==> config.mk <==
export PLATFORM = sky130hd
export DESIGN_NAME = irq_pin_engine
export DESIGN_NICKNAME = d
export VERILOG_FILES = /design/src/rtl/irq_pin_engine.sv
export SDC_FILE = /design/constraint.sdc
export NUM_CORES = 1
export LEC_CHECK = 0
export BUFFER_PORTS_ARGS = -buffer_cell sky130_fd_sc_hd__buf_2
export CORE_MARGIN = 1.5
export CORE_UTILIZATION = 55
export DETAILED_ROUTE_END_ITERATION = 10
export PLACE_DENSITY = 0.7
export SLEW_MARGIN = 20
export SYNTH_ARGS = -nofsm -noshare
export SYNTH_HDL_FRONTEND = slang
export SYNTH_SLANG_ARGS = --single-unit
==> constraint.sdc <==
create_clock -name clk -period 4.1 [get_ports clk]
set_clock_uncertainty 0.1 [all_clocks]
set_input_delay 0 -clock clk [delete_from_list [all_inputs] [get_ports clk]]
set_output_delay 0 -clock clk [all_outputs]
set_load 0.01 [all_outputs]
==> src/rtl/irq_pin_engine.sv <==
module irq_pin_engine #(
  parameter int NPINS        = 8,
  parameter int VEC_W        = 8,
  parameter int DEST_W       = 8,
  parameter int STORM_LIMIT  = 10000,
  parameter int DEFER_CYCLES = 2000000,
  localparam int PIN_W = (NPINS > 1) ? $clog2(NPINS) : 1,
  localparam int ENT_W = VEC_W + DEST_W + 6,
  localparam int CNT_W = $clog2(STORM_LIMIT + 1),
  localparam int TMR_W = $clog2(DEFER_CYCLES + 1)
) (
  input  logic              clk,
  input  logic              rst_n,
  input  logic [NPINS-1:0]  pin_level,
  input  logic              ent_wr,
  input  logic [PIN_W-1:0]  ent_pin,
  input  logic [ENT_W-1:0]  ent_data,
  input  logic              eoi_valid,
  input  logic [VEC_W-1:0]  eoi_vector,
  output logic              dlv_valid,
  input  logic              dlv_ready,
  output logic [PIN_W-1:0]  dlv_pin,
  output logic [VEC_W-1:0]  dlv_vector,
  output logic [DEST_W-1:0] dlv_dest,
  output logic              dlv_dest_mode,
  output logic [2:0]        dlv_del_mode,
  output logic              dlv_level,
  output logic [NPINS-1:0]  remote_irr
);

  logic [VEC_W-1:0]  vec   [NPINS];
  logic [DEST_W-1:0] dest  [NPINS];
  logic [2:0]        dmod  [NPINS];
  logic [CNT_W-1:0]  storm [NPINS];
  logic [NPINS-1:0]  dsel, lvl, masked, irr, pend, rirr;
  logic              tmr_on;
  logic [TMR_W-1:0]  tmr;

  wire [VEC_W-1:0]  w_vec   = ent_data[VEC_W-1:0];
  wire [2:0]        w_del   = ent_data[VEC_W+2:VEC_W];
  wire              w_dsel  = ent_data[VEC_W+3];
  wire              w_lvl   = ent_data[VEC_W+4];
  wire              w_mask  = ent_data[VEC_W+5];
  wire [DEST_W-1:0] w_dest  = ent_data[ENT_W-1:VEC_W+6];

  wire [NPINS-1:0] rise  = pin_level & ~irr;
  wire             fire  = dlv_valid & dlv_ready;
  wire             sweep = tmr_on && (tmr == TMR_W'(DEFER_CYCLES - 1));

  logic [NPINS-1:0] issued, wr_sel, eoi_hit, eoi_retry, storm_hit, ev;

  always_comb begin
    dlv_pin = '0;
    for (int i = NPINS - 1; i >= 0; i--)
      if (pend[i]) dlv_pin = PIN_W'(i);
  end

  assign dlv_valid     = |pend;
  assign dlv_vector    = vec[dlv_pin];
  assign dlv_dest      = dest[dlv_pin];
  assign dlv_dest_mode = dsel[dlv_pin];
  assign dlv_del_mode  = dmod[dlv_pin];
  assign dlv_level     = lvl[dlv_pin];
  assign remote_irr    = rirr;
  assign issued        = fire ? (NPINS'(1) << dlv_pin) : '0;

  always_comb begin
    for (int i = 0; i < NPINS; i++) begin
      wr_sel[i]    = ent_wr && (ent_pin == PIN_W'(i));
      eoi_hit[i]   = eoi_valid && lvl[i] && (vec[i] == eoi_vector);
      eoi_retry[i] = eoi_hit[i] && !masked[i] && irr[i];
      storm_hit[i] = eoi_retry[i] && (storm[i] + CNT_W'(1) == CNT_W'(STORM_LIMIT));
      ev[i] = (rise[i] && !lvl[i])
            || (!(issued[i] && lvl[i]) &&
                ((rise[i] && lvl[i] && !rirr[i])
                 || (eoi_retry[i] && !storm_hit[i])
                 || (sweep && lvl[i] && irr[i] && !rirr[i])));
    end
  end

  always_ff @(posedge clk) begin
    if (!rst_n) begin
      irr    <= '0;
      pend   <= '0;
      rirr   <= '0;
      masked <= '1;
      lvl    <= '0;
      dsel   <= '0;
      tmr_on <= 1'b0;
      tmr    <= '0;
      for (int i = 0; i < NPINS; i++) begin
        vec[i]   <= '0;
        dest[i]  <= '0;
        dmod[i]  <= '0;
        storm[i] <= '0;
      end
    end else begin
      irr <= pin_level;
      for (int i = 0; i < NPINS; i++) begin
        if (wr_sel[i]) begin
          vec[i]    <= w_vec;
          dest[i]   <= w_dest;
          dmod[i]   <= w_del;
          dsel[i]   <= w_dsel;
          lvl[i]    <= w_lvl;
          masked[i] <= w_mask;
          rirr[i]   <= 1'b0;
          pend[i]   <= !w_mask && ((pend[i] && !issued[i]) || ev[i] || (w_lvl && irr[i]));
        end else begin
          if (issued[i] && lvl[i]) rirr[i] <= 1'b1;
          else if (eoi_hit[i])     rirr[i] <= 1'b0;
          pend[i] <= !masked[i] && ((pend[i] && !issued[i]) || ev[i]);
        end
        if (eoi_hit[i])
          storm[i] <= (eoi_retry[i] && !storm_hit[i]) ? storm[i] + CNT_W'(1) : '0;
      end
      if ((|storm_hit) && (!tmr_on || sweep)) begin
        tmr_on <= 1'b1;
        tmr    <= '0;
      end else if (sweep) begin
        tmr_on <= 1'b0;
      end else if (tmr_on) begin
        tmr <= tmr + TMR_W'(1);
      end
    end
  end

  assert_mask_R3: assert property (@(posedge clk) disable iff (!rst_n)
    dlv_valid |-> !masked[dlv_pin]);

  assert_level_gate_R5: assert property (@(posedge clk) disable iff (!rst_n)
    (dlv_valid && dlv_level) |-> !remote_irr[dlv_pin]);

  assert_rirr_set_R4: assert property (@(posedge clk) disable iff (!rst_n)
    (fire && dlv_level && !(ent_wr && ent_pin == dlv_pin)) |=> remote_irr[$past(dlv_pin)]);

  assert_timer_R8: assert property (@(posedge clk) disable iff (!rst_n)
    tmr_on |-> (tmr < TMR_W'(DEFER_CYCLES)));

  assert_hold_R10: assert property (@(posedge clk) disable iff (!rst_n)
    (dlv_valid && !dlv_ready && !ent_wr) |=> dlv_valid);

  for (genvar g = 0; g < NPINS; g++) begin : g_pin_chk
    assert_eoi_clear_R6: assert property (@(posedge clk) disable iff (!rst_n)
      (eoi_valid && lvl[g] && vec[g] == eoi_vector && !issued[g]) |=> !remote_irr[g]);
    assert_storm_bound_R7: assert property (@(posedge clk) disable iff (!rst_n)
      storm[g] < CNT_W'(STORM_LIMIT));
  end

endmodule

==> results.tsv, run 1 <==
stage	metric	value	unit
critical_path	crit-path max FO	41	
grt	largest net degree at the start of global routing	46	
critical_path	worst path cell trace	nor4_1 -> a21boi_4 -> buf_4 -> inv_1 -> mux4_2 -> nand2_1 -> nand2_1 -> buf_2	
pwr	P_int	0.00590	W
timing	FMAX	287	MHz
min_path	worst min path class	primary input to flip-flop	
critical_path	CP required	4.00	ns
grt	GRT Overall Usage	25.4	%
critical_path	Reg-to-Reg End	tmr[9]$_SDFFE_PP0P_	
min_path	endpoint of the worst hold path	remote_irr[2]$_SDFFE_PP0P_	
pwr	Max rail drop VDD	400	uV
critical_path	reg-to-reg slack, setup	0.99	ns
floorplan	total core area	0.0316	mm^2
grt	vias in the first global route	12600	
critical_path	Bufs and invs on worst path	3	
pwr	Static Leakage	7.22	nW
critical_path	slowest CP cell	buf_4	
timing	Final Cycle Share	85.0	%
timing	final setup TNS	0	ns
pwr	sequential share of power	50.9	%
grt	GRT Residual Overflow	0	
timing	Slew Limit Headroom	25.6	%
logic_synthesis	post-synthesis sequential area ratio	52.9	%
logic_synthesis	Synth Register Bits	334	
place	Routability Congestion	0.851	
cts	Post CTS Setup Buffer Count	0	
layout	Core Util, Final	62.8	%
timing	final-report hold violation count	0	
logic_synthesis	most common flop cell mapped by yosys	edfxtp_1	
pwr	switch share	23.6	%
logic_synthesis	Mapped Area	0.0176	mm^2
min_path	hold depth	6	
grt	initial antenna violation count	0	
logic_synthesis	Gate Count Post-Synth	1657	
layout	most frequent cells in the layout	nor2_1 (317), edfxtp_1 (264), nand2_1 (182)	
grt	global-route wire length before repair	66000	um
drt	vias per inst	5.90	
cts	clk root buf	clkbuf_16	
logic_synthesis	Mean Syn Cell Area	10.6	um^2
cts	Worst-path clk slew	0.06	ns
layout	share of post-route cells with drive strength above 1	12.5	%
drt	Iter 0 DRT Violations	1032	
floorplan	io pins	79	
place	dpl hpwl	27900	um
logic_synthesis	Syn Nets	1717	
drt	wire per inst	19.1	um
timing	RSZ-0062 raised after global routing	false	
cts	Worst-Skew Late Latency	0.54	ns
timing	Final Critical Period	3.48	ns
pwr	clock share of power	41.1	%
critical_path	R2R cell count	10	
critical_path	Crit Path Class	flip-flop to output pin	
drt	TritonRoute pass-1 iters	5	
place	IO Port Bufs	78	
cts	CTS max path bufs	3	
floorplan	DIE HEIGHT	182	um
logic_synthesis	asr flop ratio synth	0	%
cts	number of cells upsized or downsized after cts	0	
floorplan	Initial Utilization	55.9	%
cts	H-tree depth	2	
critical_path	crit path DAT	3.38	ns
pwr	NetSw	0.00183	W
logic_synthesis	EDFF count, synth	264	
critical_path	crit-path leading delay family	buffers and inverters	
min_path	HP Start	eoi_vector[1]	
layout	n_diodes	0	
cts	CTS tree	built	
layout	Final nets	1805	
critical_path	Worst setup SP type	flip-flop	
drt	DR vias	12800	
critical_path	crit-path most repeated cell	nand2_1	
cts	number of buffers created by CTS	37	
critical_path	RR Startpoint	storm[1][14]$_SDFFCE_PN0P_	
timing	max-slew violations	0	
layout	most common cell after layout, fill and taps aside	nor2_1	
logic_synthesis	Synth warnings	0	
floorplan	die area	0.0332	mm^2
drt	drt total wl	41700	um
drt	number of routed nets with antenna violations	0	
outcome	status	completed	
pwr	power density cells	390	mW/mm^2
run	Max-cap violations	0	
drt	Residual DRC	0	
layout	fill cell count	2501	
layout	synthesis-to-layout area growth	12.4	%
timing	final setup fails	0	
floorplan	row cnt	65	
pwr	Logic pwr share	8.0	%
critical_path	Crit path largest cell delay	0.53	ns
critical_path	CP Capture Type	output pin	
timing	Slew @ Worst Pin	1.11	ns
floorplan	Die Span X	182	um
cts	Clock Sinks	334	
logic_synthesis	post-synthesis cell type count	75	
Yosys cell counts (4+ instances only):
library cell	n	area [um^2]
nor2_1	317	1190
edfxtp_1	264	7930
nand2_1	182	683
xor2_1	104	911
xnor2_1	77	674
dfxtp_1	70	1400
nand3_1	62	310
clkbuf_1	48	180
and3_1	45	282
mux4_2	42	946
nand4_1	42	263
inv_1	41	154
a21oi_1	35	175
mux2i_1	26	260
nor3_1	24	120
buf_2	19	95.1
nor2b_1	17	106
nor4_1	17	106
o21ai_0	17	85.1
ha_1	14	175
nor3b_1	14	105
and4_1	12	105
and2_1	11	68.8
nand2b_1	10	62.6
nand3b_1	9	67.6
nor2_4	9	101
a31oi_1	7	43.8
or3_1	6	37.5
a22oi_1	5	37.5
buf_6	5	56.3
nand4b_1	5	43.8
o211ai_1	5	37.5
or4_1	5	37.5
a211oi_1	4	30.0
mux2_2	4	45.0
o21a_1	4	30.0
o22ai_1	4	25.0
o31ai_1	4	30.0
or3b_2	4	35.0
how the worst max path moves through the flow:
stage | from | to | slack [ns] | cells past startpoint
6_report | pend[3]$_SDFF_PN0_ | dlv_vector[7] | 0.62 | 8
5_1_grt | pend[3]$_SDFF_PN0_ | dlv_vector[7] | 0.52 | 8
4_1_cts | pend[3]$_SDFF_PN0_ | dlv_vector[7] | 0.59 | 8
3_5_place_dp | storm[1][14]$_SDFFCE_PN0P_ | tmr[8]$_SDFFE_PP0P_ | 0.96 | 10
3_3_place_gp | storm[0][14]$_SDFFCE_PN0P_ | tmr[9]$_SDFFE_PP0P_ | 1.07 | 10
2_1_floorplan | storm[1][14]$_SDFFCE_PN0P_ | tmr[13]$_SDFFE_PP0P_ | 1.34 | 11
stage by stage:
stage	setup WS [ns]	hold slack [ns]	std cells	instance area (um^2)	power [W]
2_1_floorplan	1.34	0.0273	1657	17600	0.00437
3_3_place_gp	1.07	0.135	2071	18300	0.00456
3_5_place_dp	0.961	0.142	2071	18300	0.00458
4_1_cts	0.589	0.122	2176	19800	0.00778
5_1_grt	0.518	0.155	2176	19800	0.00796
6_report	0.617	0.153	2176	19800	0.00773
cell type report:
type                       count  area, um^2  share of cell area [%]
tap                          402         503                    2.54
clock buffer                  58        1080                    5.44
sequential                   334        9330                    47.1
timing repair buffer         131         893                    4.51
inverter                      41         154                   0.776
clock inverter                10        75.1                   0.379
multi-input combinational   1200        7790                    39.3
registers in the layout, summed over array words and instances, names as in the netlist, 21 cells and up:
name / cells
dest: 64
dmod: 24
storm: 112
tmr: 21
vec: 64
worst min-delay path, stage by stage:
cell      delay (ns)
buf_2           0.19
xor2_1          0.18
nor4_1          0.09
nand2b_1        0.09
nand2_1         0.06
a21oi_1         0.13
timing repair:
action                                 CTS  global route
setup endpoints to repair                0             0
endpoints found under the hold margin  200             0
hold buffers                            37             0
metal layers:
layer	up-vias	wire [um]	part of all wire [%]	track usage [%]
li1	6081	-	-	-
met1	6250	17700	42	33.8
met4	0	1570	3.8	10.3
met2	406	19400	47	41.0
met3	91	3020	7.2	5.03
met5	-	0	0	0
power by group through the flow:
stage,logic [W],registers (W),clock network (W)
4_1_cts,0.000611,0.00393,0.00323
3_3_place_gp,0.000571,0.00399,0
3_5_place_dp,0.000579,0.00400,0
2_1_floorplan,0.000418,0.00396,0
6_report,0.000615,0.00394,0.00318
5_1_grt,0.000662,0.00395,0.00335
cells by family (layout without fill, tap and decap cells):
| group | after synthesis | count (layout) | share of synthesized area [%] |
|---|---|---|---|
| AOI/OAI and AO/OA | 121 | 121 | 4.65 |
| xor gates and xnor gates | 181 | 181 | 8.99 |
| adders and majority gates | 14 | 14 | 0.993 |
| buffers and inverters | 123 | 240 | 3.14 |
| DFF | 334 | 334 | 52.9 |
| muxes | 72 | 72 | 7.09 |
| and+or+nand+nor | 812 | 812 | 22.3 |
Note: power is estimated with default switching activity, not from simulation.
==> inputs of run 2 (changes only) <==
- ABC_AREA: default -> 1
- clock period: 4.1 -> 3.56 ns (I/O delays scaled with it)
==> run 2 against run 1 <==
- cell count up 39%
- die area up 7.3%
- sequential cell count unchanged
- clock-buffer cell count down 5
- setup slack worse by 0.42 ns
- critical path depth up 5
- cell area up 8.5%
- global-route usage up 4.9 points
- routed wire length up 28%
- first-iteration DRC count up 77%
- critical path type unchanged
- critical endpoint is now dlv_dest[1]
==> results.tsv, run 2 <==
stage	metric	value	unit	change
logic_synthesis	Syn Nets	2484		+45%
floorplan	Die Span X	189	um	+3.6%
critical_path	Worst setup SP type	flip-flop		
timing	final setup fails	0		unchanged
logic_synthesis	Synth Register Bits	334		unchanged
logic_synthesis	EDFF count, synth	264		unchanged
logic_synthesis	Gate Count Post-Synth	2424		+46%
pwr	Max rail drop VDD	475	uV	+19%
drt	Residual DRC	0		unchanged
pwr	P_int	0.00716	W	+21%
cts	Post CTS Setup Buffer Count	0		unchanged
critical_path	Crit Path Class	flip-flop to output pin		
cts	CTS tree	built		
pwr	switch share	25.1	%	+1.4 points
place	Post-Place Cell Area	0.0198	mm^2	+8.3%
layout	share of post-route cells with drive strength above 1	10.7	%	-1.8 points
cts	H-tree depth	2		unchanged
pwr	sequential share of power	47.3	%	-3.6 points
layout	Finished Layout Cells	3028		+39%
logic_synthesis	Synth area leaders	edfxtp_1 (42%), nand2_1 (13%), nor2_1 (7.8%)		
logic_synthesis	post-synthesis cell type count	53		-29%
critical_path	slowest CP cell	inv_1		
cts	Worst-Skew Late Latency	0.56	ns	+0.02 ns
floorplan	die area	0.0356	mm^2	+7.3%
min_path	HP Start	ent_wr		
pwr	clock share of power	43.1	%	+2.0 points
timing	Slew Limit Headroom	35.0	%	+9.4 points
cts	number of cells upsized or downsized after cts	0		unchanged
drt	vias per inst	5.53		-6.2%
critical_path	Bufs and invs on worst path	5		+2
timing	setup ws final	0.195	ns	-0.422 ns
place	dpl hpwl	37500	um	+34%
pwr	Static Leakage	9.07	nW	+26%
cts	Worst-path clk slew	0.06	ns	about the same
timing	final setup TNS	0	ns	unchanged
critical_path	Crit path largest cell delay	0.38	ns	-0.15 ns
pwr	power density cells	444	mW/mm^2	+14%
floorplan	row cnt	67		+3.1%
critical_path	RR Startpoint	storm[1][0]$_SDFFCE_PN0P_		
logic_synthesis	asr flop ratio synth	0	%	unchanged
drt	number of routed nets with antenna violations	0		unchanged
floorplan	Initial Utilization	56.2	%	+0.33 points
drt	wire per inst	17.6	um	-8.2%
timing	max-slew violations	0		unchanged
critical_path	reg-to-reg slack, setup	0.68	ns	-0.31 ns
grt	initial antenna violation count	0		unchanged
floorplan	io pins	79		unchanged
min_path	endpoint of the worst hold path	dsel[5]$_SDFFE_PN0P_		
drt	drt total wl	53200	um	+28%
layout	most frequent cells in the layout	nand2_1 (679), nor2_1 (390), inv_1 (314)		
timing	RSZ-0062 raised after global routing	false		
critical_path	crit path DAT	3.27	ns	-0.11 ns
critical_path	CP required	3.46	ns	-0.54 ns
run	Max-cap violations	0		unchanged
cts	number of buffers created by CTS	39		+5.4%
logic_synthesis	top cell type's share of synthesized area	41.8	%	-3.1 points
critical_path	worst path cell trace	or2_1 -> nand3_1 -> nand3_1 -> nand2_1 -> inv_1 -> nand2_2 -> inv_1 -> buf_12 -> a221oi_1 -> nand3_1 -> nand2_1 -> inv_1 -> buf_2		
grt	vias in the first global route	16300		+29%
logic_synthesis	Mean Syn Cell Area	7.82	um^2	-27%
min_path	hold depth	5		-1
logic_synthesis	leading cell types by count after synthesis	nand2_1 (679), nor2_1 (393), inv_1 (314)		
layout	fill cell count	2925		+17%
critical_path	R2R cell count	14		+4
floorplan	DIE HEIGHT	189	um	+3.6%
pwr	NetSw	0.00239	W	+31%
grt	GRT Overall Usage	30.3	%	+4.9 points
grt	largest net degree at the start of global routing	38		-17%
drt	DR vias	16700		+31%
place	Routability Congestion	0.939		+10%
critical_path	Reg-to-Reg End	tmr[0]$_SDFFE_PP0P_		
critical_path	crit-path leading delay family	simple AND/OR/NAND/NOR gates		
layout	Final nets	2610		+45%
grt	global-route wire length before repair	84900	um	+29%
critical_path	CP Capture Type	output pin		
timing	Final Critical Period	3.37	ns	
logic_synthesis	Mapped Area	0.0190	mm^2	+7.4%
cts	CTS max path bufs	3		unchanged
layout	synthesis-to-layout area growth	13.5	%	
logic_synthesis	count leader, synth	nand2_1		
layout	final instance area	0.0215	mm^2	+8.5%
place	setup slack at placement	0.741	ns	-0.220 ns
timing	Slew @ Worst Pin	0.972	ns	-0.142 ns
cts	clk root buf	clkbuf_16		
logic_synthesis	Synth warnings	0		unchanged
logic_synthesis	most common flop cell mapped by yosys	edfxtp_1		
grt	GRT Residual Overflow	0		unchanged
min_path	worst min path class	primary input to flip-flop		
logic_synthesis	post-synth top area cell	edfxtp_1		
timing	final-report hold violation count	0		unchanged
layout	top flop regs	storm x112, dest x64, vec x64		
floorplan	total core area	0.0337	mm^2	+6.8%
drt	Iter 0 DRT Violations	1824		+77%
critical_path	crit-path max FO	22		-46%
place	IO Port Bufs	78		unchanged
place	Placed Instances	2919		+41%
timing	Final Cycle Share	94.5	%	
timing	FMAX	297	MHz	
cts	Clock Sinks	334		unchanged
layout	most common cell after layout, fill and taps aside	nand2_1		
logic_synthesis	post-synthesis sequential area ratio	49.2	%	-3.7 points
outcome	status	completed		
pwr	Logic pwr share	9.6	%	+1.6 points
layout	max reg flops	112		unchanged
drt	TritonRoute pass-1 iters	6		+1
layout	most flop-heavy register	storm		
run 2: cell count changes in the layout (fill, tap and decap cells not counted), sizes merged, moves of 42 or more:
cell,before,now
xor2,104,40
xnor2,77,19
nand3,62,153
nor2,327,467
and3,45,0
nand2,182,688
inv,43,330
mux4,42,0
run 2: cells by family after synthesis:
kind of cell / Yosys count / share of synthesized area (%)
AND/OR/NAND/NOR: 1455 / 33.1
buffers and inverters: 392 / 8.35
multiplexers: 1 / 0.0528
flip-flops: 334 / 49.2
XOR/XNOR: 59 / 2.77
AO/OA/AOI/OAI: 169 / 5.55
adder cells (fa/ha/maj): 14 / 0.924
run 2: tightest hold or removal path: cells and delay by family:
family	cells	cell delay, ns
compound gates	1	0.08
buf+inv	1	0.12
simple gates	3	0.43
run 2: power groups by stage:
stage	sequential [W]	clock [W]	combinational, W
4_1_cts	0.00451	0.00415	0.000905
3_5_place_dp	0.00459	0	0.000867
5_1_grt	0.00454	0.00429	0.00101
2_1_floorplan	0.00456	0	0.000560
6_report	0.00451	0.00412	0.000919
3_3_place_gp	0.00459	0	0.000858
run 2: area by class of cell:
type                       count  area (um^2)  area share (%)
sequential                   334         9330            43.4
multi-input combinational   1698         8060            37.5
antenna                        2         5.00          0.0233
clock buffer                  53         1110            5.17
inverter                     332         1260            5.85
tap                          448          561            2.61
clock inverter                16          189           0.878
timing repair buffer         145         1000            4.65
run 2: through the flow:
step,power [W],hold WS [ns],util (%)
after detailed placement,0.00546,0.118,58.8
after global placement,0.00544,0.100,58.8
after floorplan,0.00512,-0.00237,-
after global routing,0.00984,0.0503,63.8
after CTS,0.00957,0.0106,63.8
final,0.00955,0.0358,63.8
run 2: worst max path at each step:
stage / start / to / slack (ns) / depth (start not counted)
2_1_floorplan: storm[0][28]$_SDFFCE_PN0P_ / storm[0][30]$_SDFFCE_PN0P_ / 1.40 / 11
3_3_place_gp: storm[1][0]$_SDFFCE_PN0P_ / tmr[0]$_SDFFE_PP0P_ / 0.77 / 14
3_5_place_dp: storm[1][0]$_SDFFCE_PN0P_ / tmr[0]$_SDFFE_PP0P_ / 0.74 / 14
4_1_cts: pend[6]$_SDFF_PN0_ / dlv_dest[1] / 0.23 / 13
5_1_grt: pend[6]$_SDFF_PN0_ / dlv_dest[3] / 0.02 / 13
6_report: pend[6]$_SDFF_PN0_ / dlv_dest[1] / 0.19 / 13
run 2: repair_timing:
item | 4_1_cts | 5_1_grt
hold buffers | 38 | 0
endpoints found under the setup margin | 0 | 0
hold endpoints to repair | 194 | 0
run 2: routing by layer:
layer  wire length [um]  GRT usage, %  up-vias  part of all wire (%)
li1                   -             -     8172                     -
met1              22300          39.3     7814                    42
met2              25200          51.1      629                    47
met3               3860          4.56      126                   7.3
met4               1880          11.7        0                   3.5
met5                  0             0        -                     0
==> inputs of run 3 (changes only) <==
- clock period: 3.56 -> 4.31 ns (I/O delays scaled with it)
==> run 3 against run 2 <==
- cell count is 0.40% lower
- global-route usage is 0.075 points higher
- critical path depth is 2 higher
- first-iteration DRC count is 16% lower
- utilization is 0.46 points lower
- highest routed layer is now met5
- routed wire length is 0.84% higher
- clock power is 22% lower
- die area stayed put
- sequential power is 17% lower
==> results.tsv, run 3 (synthesized netlist as in run 2, its figures left out) <==
stage	metric	value	unit	change
floorplan	Die Span X	189	um	unchanged
grt	GRT Overall Usage	30.4	%	+0.075 points
run	Max-cap violations	0		unchanged
cts	clk root buf	clkbuf_16		
floorplan	Initial Utilization	56.2	%	unchanged
min_path	worst min path class	primary input to flip-flop		
grt	GRT Residual Overflow	0		unchanged
timing	RSZ-0062 raised after global routing	false		
timing	Slew @ Worst Pin	1.14	ns	+0.164 ns
timing	final setup fails	0		unchanged
cts	Worst-path clk slew	0.06	ns	about the same
timing	final setup TNS	0	ns	unchanged
place	dpl hpwl	37100	um	-1.2%
pwr	Static Leakage	8.98	nW	-1.0%
cts	CTS tree	built		
floorplan	io pins	79		unchanged
layout	share of post-route cells with drive strength above 1	10.2	%	-0.43 points
drt	drt total wl	53700	um	+0.84%
grt	vias in the first global route	16300		+0.41%
floorplan	total core area	0.0337	mm^2	unchanged
cts	H-tree depth	2		unchanged
critical_path	crit path DAT	3.28	ns	about the same
cts	number of buffers created by CTS	39		unchanged
drt	wire per inst	17.8	um	+1.2%
critical_path	crit-path max FO	19		-14%
layout	Final nets	2600		-0.38%
place	Routability Congestion	0.935		-0.45%
layout	most frequent cells in the layout	nand2_1 (679), nor2_1 (390), inv_1 (313)		
layout	top flop regs	storm x112, dest x64, vec x64		
pwr	Max rail drop VDD	338	uV	-29%
layout	most common cell after layout, fill and taps aside	nand2_1		
drt	Iter 0 DRT Violations	1536		-16%
timing	Final Critical Period	3.38	ns	
critical_path	CP required	4.21	ns	+0.75 ns
grt	largest net degree at the start of global routing	42		+11%
critical_path	CP Capture Type	output pin		
timing	FMAX	296	MHz	
critical_path	Crit. Startpoint	pend[5]$_SDFF_PN0_		
drt	number of routed nets with antenna violations	0		unchanged
critical_path	Crit Path Class	flip-flop to output pin		
timing	max-slew violations	0		unchanged
layout	synthesis-to-layout area growth	12.7	%	
outcome	status	completed		
floorplan	DIE HEIGHT	189	um	unchanged
layout	n_diodes	0		-2
min_path	HP Start	ent_data[0]		
timing	WHS	0.0599	ns	+0.0241 ns
drt	vias per inst	5.59		+1.2%
timing	Final Cycle Share	78.3	%	
layout	max reg flops	112		unchanged
floorplan	die area	0.0356	mm^2	unchanged
cts	Clock Sinks	334		unchanged
layout	final instance area	0.0214	mm^2	-0.73%
drt	Residual DRC	0		unchanged
pwr	Final Power	0.00771	W	-19%
floorplan	row cnt	67		unchanged
cts	Post CTS Setup Buffer Count	0		unchanged
critical_path	RR Startpoint	storm[1][0]$_SDFFCE_PN0P_		
drt	DR vias	16900		+0.78%
timing	Slew Limit Headroom	24.3	%	-11 points
pwr	power density cells	361	mW/mm^2	-19%
timing	final-report hold violation count	0		unchanged
place	IO Port Bufs	78		unchanged
grt	global-route wire length before repair	85100	um	+0.18%
place	Post-Place Cell Area	0.0197	mm^2	-0.48%
critical_path	Worst setup SP type	flip-flop		
drt	TritonRoute pass-1 iters	6		unchanged
layout	most flop-heavy register	storm		
cts	CTS max path bufs	3		unchanged
grt	initial antenna violation count	0		unchanged
cts	Worst-Skew Late Latency	0.55	ns	about the same
==> run 3: cell types whose count changed in the layout (fill, tap and decap cells not counted), moves of 2 or more <==
cell,change
buf_4,-10
clkinv_1,+4
clkbuf_16,-3
clkbuf_1,-2
clkbuf_8,-2
diode_2,-2
==> run 3: timing repair <==
item / in CTS / in global routing
hold buffers: 39 / 0
resized for setup: 0 / 0
hold endpoints to repair: 189 / 0
==> run 3: layout make-up <==
cell class                      count  area, um^2
Clock inverter                     23         233
Inverter                          332        1260
Timing Repair Buffer              135         916
Sequential cell                   334        9330
Multi-Input combinational cell   1698        8060
Tap cell                          448         561
Fill cell                        2966       12300
Clock buffer                       46        1000
==> run 3: per-stage QoR <==
step / utilization (%) / std cells / setup WS (ns)
2_1_floorplan: - / 2424 / 2.15
3_3_place_gp: 58.6 / 2908 / 1.39
3_5_place_dp: 58.6 / 2908 / 1.50
4_1_cts: 63.4 / 3016 / 0.968
5_1_grt: 63.4 / 3016 / 0.728
6_report: 63.4 / 3016 / 0.934
==> run 3: per-layer routing <==
metal  up-vias  wire [um]  global-route usage, %
met4         2       1910                   11.9
met1      7846      22300                   40.2
met2       751      24900                   50.0
met3       140       4490                   4.62
li1       8132          -                      -
met5         -         36                   1.10
==> run 3: worst max-delay path: stages (launching register included) <==
cell and delay, ns:
dfxtp_1 0.35, inv_1 0.08, o21ai_0 0.08, nand2_1 0.06, nand2_1 0.05, nand2_1 0.12, nand2_1 0.07, nand2_1 0.12
nand2_1 0.34, inv_1 0.60, buf_4 0.38, nand2_1 0.09, nand3_1 0.11, nand2_1 0.06, inv_1 0.08, buf_2 0.14
==> run 3: final timing paths <==
path	slack [ns]	cells after the start	end
hold / removal	0.06	3	vec[2][0]$_SDFFCE_PN0P_
setup / recovery	0.93	15	dlv_del_mode[1]
hold reg to reg	0.38	2	dsel[5]$_SDFFE_PN0P_
setup reg to reg	1.44	14	tmr[0]$_SDFFE_PP0P_
==> run 3: where the power goes <==
part / internal (W) / leakage, nW / switching (W)
clock network: 0.00190 / 0.601 / 0.00133
logic: 0.000221 / 5.18 / 0.000530
registers: 0.00363 / 3.20 / 0.0000983
